File: src/rtl/cpc_pkg.sv
package cpc_pkg;

    // Action taken on the pending-wrap flag at one clock edge.
    typedef enum logic [1:0] {
        FLG_KEEP  = 2'd0,
        FLG_RAISE = 2'd1,
        FLG_DROP  = 2'd2
    } flag_op_e;

    // Control inputs that steer the flag in one cycle.
    typedef struct packed {
        logic wrap;
        logic clr;
    } flag_ctl_t;

    // A rollover wins over a clear, so a wrap is never lost.
    function automatic flag_op_e pick_flag_op(input flag_ctl_t ctl);
        if (ctl.wrap) begin
            return FLG_RAISE;
        end
        if (ctl.clr) begin
            return FLG_DROP;
        end
        return FLG_KEEP;
    endfunction

endpackage

File: src/rtl/cpc_tick_counter.sv
module cpc_tick_counter #(
    parameter int CNT_W = 17
) (
    input  logic             clk,
    input  logic             rst,
    output logic [CNT_W-1:0] count_o,
    output logic             wrap_o
);
    localparam int SUM_W = CNT_W + 1;

    logic [CNT_W-1:0] count_q;
    logic [SUM_W-1:0] sum;

    // The carry out of the top bit marks the rollover edge.
    assign sum     = {1'b0, count_q} + SUM_W'(1);
    assign wrap_o  = sum[CNT_W];
    assign count_o = count_q;

    always_ff @(posedge clk) begin
        if (rst) begin
            count_q <= '0;
        end else begin
            count_q <= sum[CNT_W-1:0];
        end
    end

    AST_COUNT_STEP: assert property (@(posedge clk) disable iff (rst)
        !rst |=> count_o == CNT_W'($past(count_o) + 1'b1));

    AST_WRAP_TO_ZERO: assert property (@(posedge clk) disable iff (rst)
        wrap_o |=> count_o == '0);

endmodule

File: src/rtl/cpc_wrap_flag.sv
module cpc_wrap_flag
    import cpc_pkg::*;
(
    input  logic clk,
    input  logic rst,
    input  logic wrap_i,
    input  logic clr_i,
    output logic flag_o
);
    flag_ctl_t ctl;
    flag_op_e  op;
    logic      flag_q;

    always_comb begin
        ctl.wrap = wrap_i;
        ctl.clr  = clr_i;
        op       = pick_flag_op(ctl);
    end

    always_ff @(posedge clk) begin
        if (rst) begin
            flag_q <= 1'b0;
        end else begin
            case (op)
                FLG_RAISE: flag_q <= 1'b1;
                FLG_DROP:  flag_q <= 1'b0;
                default:   flag_q <= flag_q;
            endcase
        end
    end

    assign flag_o = flag_q;

    AST_FLAG_RAISE: assert property (@(posedge clk) disable iff (rst)
        wrap_i |=> flag_o);

    AST_FLAG_DROP: assert property (@(posedge clk) disable iff (rst)
        (clr_i && !wrap_i) |=> !flag_o);

    AST_FLAG_STICKY: assert property (@(posedge clk) disable iff (rst)
        (flag_o && !clr_i) |=> flag_o);

    AST_FLAG_QUIET: assert property (@(posedge clk) disable iff (rst)
        (!flag_o && !wrap_i) |=> !flag_o);

endmodule

File: src/rtl/cpc_read_port.sv
module cpc_read_port #(
    parameter int CNT_W = 17
) (
    input  logic           flag_i,
    input  logic [CNT_W-1:0] count_i,
    output logic [CNT_W:0] rd_data_o
);
    // The pending flag sits above the count so software can correct a racing read.
    assign rd_data_o = {flag_i, count_i};

endmodule

File: src/rtl/cpc_timer_top.sv
module cpc_timer_top #(
    parameter int              CNT_W        = 17,
    parameter int              ADDR_W       = 18,
    parameter logic [ADDR_W-1:0] HANDLER_ADDR = ADDR_W'('o20)
) (
    input  logic              clk,
    input  logic              rst,
    input  logic              irq_clr,
    output logic [CNT_W:0]    rd_data,
    output logic              irq_req,
    output logic [ADDR_W-1:0] irq_vector
);
    localparam int RD_W = CNT_W + 1;

    logic [CNT_W-1:0] count;
    logic             wrap;
    logic             flag;
    logic [RD_W-1:0]  rd_word;

    cpc_tick_counter #(.CNT_W(CNT_W)) u_counter (
        .clk     (clk),
        .rst     (rst),
        .count_o (count),
        .wrap_o  (wrap)
    );

    cpc_wrap_flag u_flag (
        .clk    (clk),
        .rst    (rst),
        .wrap_i (wrap),
        .clr_i  (irq_clr),
        .flag_o (flag)
    );

    cpc_read_port #(.CNT_W(CNT_W)) u_read (
        .flag_i    (flag),
        .count_i   (count),
        .rd_data_o (rd_word)
    );

    assign rd_data    = rd_word;
    assign irq_req    = flag;
    assign irq_vector = HANDLER_ADDR;

    AST_RD_TOP_BIT: assert property (@(posedge clk) disable iff (rst)
        rd_data[CNT_W] == irq_req);

endmodule

File: config.mk
export PLATFORM = sky130hd
export DESIGN_NAME = cpc_timer_top
export DESIGN_NICKNAME = d
export VERILOG_FILES = /design/src/rtl/cpc_pkg.sv /design/src/rtl/cpc_tick_counter.sv /design/src/rtl/cpc_wrap_flag.sv /design/src/rtl/cpc_read_port.sv /design/src/rtl/cpc_timer_top.sv
export SDC_FILE = /design/constraint.sdc
export NUM_CORES = 1
export LEC_CHECK = 0
export CAP_MARGIN = 20
export CORE_MARGIN = 5
export CORE_UTILIZATION = 25
export CTS_CLUSTER_SIZE = 20
export DETAILED_ROUTE_END_ITERATION = 12
export HOLD_SLACK_MARGIN = 0.15
export PLACE_DENSITY_LB_ADDON = 0.15
export SYNTH_ARGS = -nofsm -noshare
export SYNTH_HDL_FRONTEND = slang
export SYNTH_HIERARCHICAL = 1
export SYNTH_SLANG_ARGS = --single-unit
File: constraint.sdc
create_clock -name clk -period 2.3 [get_ports clk]
set_clock_uncertainty 0.1 [all_clocks]
set_input_delay 0.46 -clock clk [delete_from_list [all_inputs] [get_ports clk]]
set_output_delay 0.46 -clock clk [all_outputs]
set_load 0.05 [all_outputs]
==> metrics, run 1 <==
status finished, final reports clean; Max clock buf depth 2; WL/cell 11.7 um; Avg Inst Size Synth between 8 and 9 um2; CP bufs+invs 1; worst r2r src u_counter/count_o[0]$_SDFF_PP0_; # rows 24; DR DRC count 0; Die X-Extent 77.3 um; Critical Path Stages 1; CP max-delay cell clkdlybuf4s50_1; Post-Layout Cell Count 189; Max VDD drop 0.000181 V; Fillers 475; Setup CP Type flop to primary output; post-route setup TNS 0 ns; Gate Count Post-Synth 132; initial antenna violation count 0; fin nets 142; Vias/cell 4.34; GR Overflow Total 0; post-DP HPWL 1650 um; CORE AREA 4380 um2; CP arrival 1.60 ns; r2r setup slk around 0.42 ns; vias in the first global route 802; most common cell after layout, fill and taps aside clkdlybuf4s50_1; post-CTS sizing 0; most frequent cells in the layout clkdlybuf4s50_1, conb_1, dfxtp_1; Primary FF master, synth dfxtp_1; Post-synth ARST share 0; first-pass GRT wire length 3790 um; worst r2r path cells 4; clock root buffer master clkbuf_8; Min Hold Slack 0.409 ns; crit-path max cell delay 0.86 ns; vias 820; Leak 0.457 nW; die area between 5000 and 6000 um2; DRT iter0 DRCs 25; # diodes 0; Synth cell types 28; Final Core Density 0.287; Worst-path clk slew roughly 0.07 ns; Final Cell Area between 1000 and 1500 um2; Final period util 0.941; hold path depth 2; largest net degree at the start of global routing 25; Post-Route WL 2210 um; top post-synthesis cells by area dfxtp_1, buf_4, mux2_1, nor2_1, nor2b_1; CP Launch Type flop; Pre-antenna DRT Iters 4; layout cells sized above 1 0.0876; Die Y 77.3 um; highest clock rate 0.462 GHz; post-route minimum period 2.16 ns; hold violation total from the final report 0; Cell Area, Placed 1200 um2; power per cell area 554 nW/um2; cts bufs inserted 3; pins over their slew limit 0; IO Pins 40; total power 697 uW; Routed Antenna Nets 0; Synth area leader dfxtp_1; RSZ-0062 raised after global routing no; CTS tree yes; Slew @ Worst Pin 0.502 ns; Sink Count 18; cell class contributing the biggest share of worst-path delay buffers and inverters; dpl ws 0.415 ns; final worst setup slack 0.135 ns; # setup viols final 0; Crit Path Max Fanout 7; Area growth syn-to-layout 11.3%; GR Util All Layers 0.0776; setup bufs post-CTS 0; Initial Util 0.258; htree depth 1; hold path startpoint u_flag/flag_o$_SDFFE_PP0P_; Worst slew margin 0.664; GPL Wtd Cong 0.677; critical path endpoint category primary output; top-area cell type share of the netlist area 0.319; Critical path origin u_counter/count_o[2]$_SDFF_PP0_; Synth Cell Area between 1000 and 1500 um2; number of synthesized flops with an enable pin 0; YS warnings 6; post-cts hold buffer count 0; WP data required 1.74 ns; cells along the critical path clkdlybuf4s50_1; Clock Latency Late Sink 0.26 ns; worst hold path class flop to flop; placed instance count 185; Seq cells post-synth 18; count of input and output buffers 21; register area share after synthesis 0.319; max cap viols 0
cells in the mapped netlist (3+ instances only):
cell     count
buf_4       36
dfxtp_1     18
nor2_1      11
a21oi_1      6
mux2_1       6
nor2b_1      6
nor4_1       6
nand2_1      5
nand3_1      5
inv_1        3
nand4_1      3
o31ai_1      3
or3_1        3
or4_1        3
sequential cells by signal, indices dropped and copies added, names as in the netlist:
| register | flops |
|---|---|
| u_counter/count_o | 17 |
| u_flag/flag_o | 1 |
power by group:
part | total (mW) | switching [mW] | internal (mW) | leakage [nW]
combinational | 0.110 | 0.0938 | 0.0165 | 0.282
sequential | 0.323 | 0.00753 | 0.316 | 0.146
clock | 0.264 | 0.111 | 0.152 | 0.0288
path summary, 6_finish.rpt:
path,end
worst min-delay path,u_flag/flag_o$_SDFFE_PP0P_
worst max register to register,u_counter/count_o[14]$_SDFF_PP0_
worst min register to register,u_flag/flag_o$_SDFFE_PP0P_
worst max-delay path,rd_data[2]
routing by layer:
layer	vias to the layer above	part of all wire	track usage
li1	413	-	-
met1	380	0.42	0.0867
met2	25	0.51	0.135
met3	2	0.066	0.0199
met4	0	0.0082	0.0378
met5	-	0	0
logic make-up (layout without fill, tap and decap cells):
kind of cell	Yosys count	in the layout	synth area share
and+or+nand+nor	48	48	0.258
buffers and inverters	41	30	0.256
DFF	18	18	0.319
AOI/OAI and AO/OA	13	13	0.0675
muxes	6	6	0.0597
xor gates and xnor gates	3	3	0.0232
other	2	18	0.00664
adders and majority gates	1	1	0.0111
final cells by class:
type,count,area (um2),area share
multi-input combinational,89,542,0.430
sequential,18,360,0.286
timing repair buffer,23,225,0.179
tap,52,65.1,0.0517
clock buffer,4,55.1,0.0437
inverter,3,11.3,0.00895
Power figures use the tool's default switching activity.
==> inputs of run 2 (changes only) <==
PLACE_DENSITY_LB_ADDON = not set   (was 0.15)
==> metrics, run 2 (synthesized netlist as in run 1, its figures left out) <==
CP max-delay cell clkdlybuf4s50_1; Critical Path Stages 1 (unchanged); Sink Count 18 (unchanged); IO Pins 40 (unchanged); Cell Area, Placed 1200 um2 (-0.62%); post-route minimum period 2.15 ns (-0.0156 ns); Final Core Density 0.285 (-0.00171); Area growth syn-to-layout 10.6%; Max VDD drop 0.000266 V (+47%); GPL Wtd Cong 0.771 (+14%); GR Util All Layers 0.0721 (-0.00549); most common cell after layout, fill and taps aside clkdlybuf4s50_1; # diodes 0 (unchanged); Final period util 0.934 (-0.00680); Final Cell Area 1250 um2 (-0.60%); Pre-antenna DRT Iters 4 (unchanged); CORE AREA 4380 um2 (unchanged); Worst Setup EP rd_data[7]; total power 693 uW (-0.65%); Critical path origin u_counter/count_o[7]$_SDFF_PP0_; DR DRC count 0 (unchanged); Leak 0.451 nW (-1.2%); die area 5970 um2 (unchanged); Routed Antenna Nets 0 (unchanged); Crit Path Max Fanout 7 (unchanged); critical path endpoint category primary output; worst r2r path cells 4 (unchanged); internal power 484 uW (about the same); count of input and output buffers 21 (unchanged); Die X-Extent 77.3 um (unchanged); cells along the critical path clkdlybuf4s50_1; Max clock buf depth 2 (unchanged); cts bufs inserted 3 (unchanged); placed instance count 184 (-0.54%); power per cell area 554 nW/um2 (about the same); Post-Route WL 2160 um (-2.1%); largest net degree at the start of global routing 25 (unchanged); DRT iter0 DRCs 45 (+80%); # rows 24 (unchanged); WL/cell 11.5 um (-1.6%); post-CTS sizing 0 (unchanged); post-cts hold buffer count 0 (unchanged); worst hold path class flop to flop; cell class contributing the biggest share of worst-path delay buffers and inverters; # setup viols final 0 (unchanged); clock root buffer master clkbuf_8; combinational share of power 0.159 (about the same); most frequent cells in the layout clkdlybuf4s50_1, conb_1, dfxtp_1; initial antenna violation count 0 (unchanged); RSZ-0062 raised after global routing no; crit-path max cell delay 0.86 ns (about the same); hold violation total from the final report 0 (unchanged); highest clock rate 0.465 GHz (+0.73%); worst r2r src u_counter/count_o[0]$_SDFF_PP0_; WP data required 1.74 ns (about the same); Vias/cell 4.32 (-0.45%); htree depth 1 (unchanged); fin nets 141 (-0.70%); max cap viols 0 (unchanged); FF-to-FF End u_counter/count_o[16]$_SDFF_PP0_; setup bufs post-CTS 0 (unchanged); Clock Latency Late Sink 0.25 ns (about the same); GR Overflow Total 0 (unchanged); Worst slew margin 0.662 (-0.00229); Net Switching 208 uW (-2.1%); status finished, final reports clean; Initial Util 0.258 (unchanged); first-pass GRT wire length 3590 um (-5.3%); layout cells sized above 1 0.0809 (-0.00671); clock power share 0.374 (-0.004); max reg flops 17 (unchanged); CP Launch Type flop; r2r setup slk 0.50 ns (+0.08 ns); Fillers 493 (+3.8%); Post-Layout Cell Count 188 (-0.53%); Switching Share 0.301 (-0.00434); vias in the first global route 736 (-8.2%); Die Y 77.3 um (unchanged); post-route setup TNS 0 ns (unchanged); post-DP HPWL 1610 um (-2.2%); Seq pwr share 0.467 (+0.003); Slew @ Worst Pin 0.505 ns (+0.00342 ns); vias 812 (-0.98%); CP bufs+invs 1 (unchanged); pins over their slew limit 0 (unchanged); CP arrival 1.59 ns (about the same); Worst-path clk slew 0.07 ns (about the same); Setup CP Type flop to primary output; CTS tree yes
## run 2: changes by cell type in the layout (fill, tap and decap cells not counted), sizes merged
| cell | delta |
|---|---|
| buf | -1 |
## run 2: area by class of cell
| type | count | area, um2 | area share |
|---|---|---|---|
| clock buffers | 4 | 55.1 | 0.0440 |
| repair buffers | 22 | 218 | 0.174 |
| well taps | 52 | 65.1 | 0.0520 |
| multi-input cells | 89 | 542 | 0.433 |
| inverters | 3 | 11.3 | 0.00900 |
| flip-flops and latches | 18 | 360 | 0.288 |
## run 2: how the worst min path moves through the flow
stage | slack [ns] | depth (start not counted) | from | endpoint
final | 0.41 | 1 | u_counter/count_o[0]$_SDFF_PP0_ | u_counter/count_o[0]$_SDFF_PP0_
after floorplan | 0.35 | 1 | u_counter/count_o[0]$_SDFF_PP0_ | u_counter/count_o[0]$_SDFF_PP0_
after global placement | 0.38 | 1 | u_counter/count_o[0]$_SDFF_PP0_ | u_counter/count_o[0]$_SDFF_PP0_
after CTS | 0.41 | 1 | u_counter/count_o[0]$_SDFF_PP0_ | u_counter/count_o[0]$_SDFF_PP0_
after global routing | 0.44 | 1 | u_counter/count_o[0]$_SDFF_PP0_ | u_counter/count_o[0]$_SDFF_PP0_
after detailed placement | 0.39 | 1 | u_counter/count_o[0]$_SDFF_PP0_ | u_counter/count_o[0]$_SDFF_PP0_
## run 2: through the flow
| step | setup slack, ns | hold WS, ns |
|---|---|---|
| floorplan | 0.726 | 0.352 |
| global placement | 0.449 | 0.385 |
| detailed placement | 0.422 | 0.394 |
| CTS | 0.143 | 0.414 |
| global route | 0.0842 | 0.437 |
| finish | 0.151 | 0.408 |
## run 2: power groups by stage
stage	clock, mW	combinational, mW	sequential [mW]
floorplan	0	0.123	0.329
global placement	0	0.110	0.330
detailed placement	0	0.110	0.331
CTS	0.267	0.110	0.324
global route	0.280	0.116	0.325
finish	0.259	0.110	0.323
## run 2: metal layers
metal	global-route usage	wire length (um)	vias to the layer above
li1	-	-	410
met1	0.0813	906	374
met2	0.125	1030	26
met3	0.0386	216	2
met4	0.00515	4	0
met5	0	0	-
==> inputs of run 3 (changes only) <==
RECOVER_POWER = 50   (was not set)
==> metrics, run 3 (synthesized netlist as in run 1, its figures left out) <==
status finished, final reports clean; max cap viols 0 (unchanged); htree depth 1 (unchanged); worst r2r src u_counter/count_o[0]$_SDFF_PP0_; count of input and output buffers 21 (unchanged); combinational share of power 0.158 (about the same); clock root buffer master clkbuf_8; pins over their slew limit 0 (unchanged); cells along the critical path clkdlybuf4s50_1; r2r setup slk 0.49 ns (about the same); Vias/cell 4.30 (-0.49%); crit-path max cell delay 0.86 ns (about the same); Area growth syn-to-layout 10.3%; post-route setup TNS 0 ns (unchanged); max reg flops 17 (unchanged); Cell Area, Placed 1200 um2 (unchanged); CP max-delay cell clkdlybuf4s50_1; most frequent cells in the layout clkdlybuf4s50_1, conb_1, dfxtp_1; fin nets 141 (unchanged); Critical path origin u_counter/count_o[7]$_SDFF_PP0_; Min Hold Slack 0.410 ns (+0.00172 ns); GR Overflow Total 0 (unchanged); cell class contributing the biggest share of worst-path delay buffers and inverters; placed instance count 184 (unchanged); IO Pins 40 (unchanged); Die Y 77.3 um (unchanged); Setup CP Type flop to primary output; CORE AREA 4380 um2 (unchanged); Max clock buf depth 2 (unchanged); DRT iter0 DRCs 45 (unchanged); Routed Antenna Nets 0 (unchanged); worst hold path class flop to flop; Slew @ Worst Pin 1.04 ns (+0.534 ns); RSZ-0062 raised after global routing no; cts bufs inserted 3 (unchanged); vias 808 (-0.49%); CP bufs+invs 1 (unchanged); Post-Layout Cell Count 188 (unchanged); critical path endpoint category primary output; Seq pwr share 0.467 (about the same); die area 5970 um2 (unchanged); # setup viols final 0 (unchanged); Die X-Extent 77.3 um (unchanged); highest clock rate 0.465 GHz (about the same); Initial Util 0.258 (unchanged); hold path startpoint u_counter/count_o[0]$_SDFF_PP0_; WL/cell 11.6 um (+0.56%); hold violation total from the final report 0 (unchanged); Switching Share 0.301 (+0.000659); post-CTS sizing 0 (unchanged); most common cell after layout, fill and taps aside clkdlybuf4s50_1; clock power share 0.375 (about the same); # rows 24 (unchanged); Post-Route WL 2170 um (+0.56%); setup bufs post-CTS 0 (unchanged); CP arrival 1.59 ns (about the same); first-pass GRT wire length 3590 um (unchanged); internal power 484 uW (-0.17%); Final Cell Area 1250 um2 (-0.30%); initial antenna violation count 0 (unchanged); Worst slew margin 0.307 (-0.355); largest net degree at the start of global routing 25 (unchanged); GR Util All Layers 0.0721 (unchanged); Net Switching 209 uW (+0.14%); Final period util 0.935 (about the same); CP Launch Type flop; DR DRC count 0 (unchanged); # diodes 0 (unchanged); vias in the first global route 736 (unchanged); Pre-antenna DRT Iters 4 (unchanged); GPL Wtd Cong 0.771 (unchanged); Leak 0.448 nW (-0.74%); power per cell area 555 nW/um2 (+0.22%); post-cts hold buffer count 0 (unchanged); WP data required 1.74 ns (about the same); CTS tree yes; Max VDD drop 0.000266 V (+0.14%); layout cells sized above 1 0.0735 (-0.00735); Clock Latency Late Sink 0.25 ns (about the same); post-route minimum period 2.15 ns (+0.00173 ns); post-DP HPWL 1610 um (unchanged); Crit Path Max Fanout 7 (unchanged); Worst-path clk slew 0.07 ns (about the same); Sink Count 18 (unchanged)
run 3: changes by cell type in the layout (fill, tap and decap cells not counted):
cell             change
buf_4                -1
clkbuf_1             +1
clkdlybuf4s50_1      -1
dlygate4sd3_1        +1
run 3: layout make-up:
class	instances	area, um2
sequential	18	360
tap	52	65.1
multi-input combinational	89	542
inverter	3	11.3
clock buffer	4	55.1
timing repair buffer	22	214
fill	492	3140
run 3: path summary, 6_finish.rpt:
path	to	depth (start not counted)
setup / recovery	rd_data[7]	1
hold reg to reg	u_counter/count_o[0]$_SDFF_PP0_	1
hold / removal	u_counter/count_o[0]$_SDFF_PP0_	1
setup reg to reg	u_counter/count_o[16]$_SDFF_PP0_	4
run 3: stage by stage:
stage	utilization	total power [mW]	setup slack, ns
5_1_grt	0.285	0.720	0.0474
4_1_cts	0.285	0.701	0.143
2_1_floorplan	-	0.452	0.726
6_report	0.285	0.692	0.149
3_3_place_gp	0.273	0.440	0.449
3_5_place_dp	0.273	0.441	0.422
run 3: worst reg2reg max path, cell delays in order, from the launching register on:
cell     delay, ns
dfxtp_1       0.43
ha_1          0.25
nand4_2       0.27
nor4_1        0.29
mux2_1        0.35
run 3: power by group through the flow:
stage	Combinational (mW)	Clock [mW]	Sequential, mW
after CTS	0.110	0.267	0.324
after global placement	0.110	0	0.330
after global routing	0.116	0.280	0.325
after floorplan	0.123	0	0.329
final	0.109	0.259	0.324
after detailed placement	0.110	0	0.331
run 3: layer usage:
metal  track usage  part of all wire  up-vias
met1        0.0813              0.44      375
met5             0                 0        -
met2         0.125              0.47       22
li1              -                 -      409
met4       0.00515            0.0018        0
met3        0.0386             0.090        2
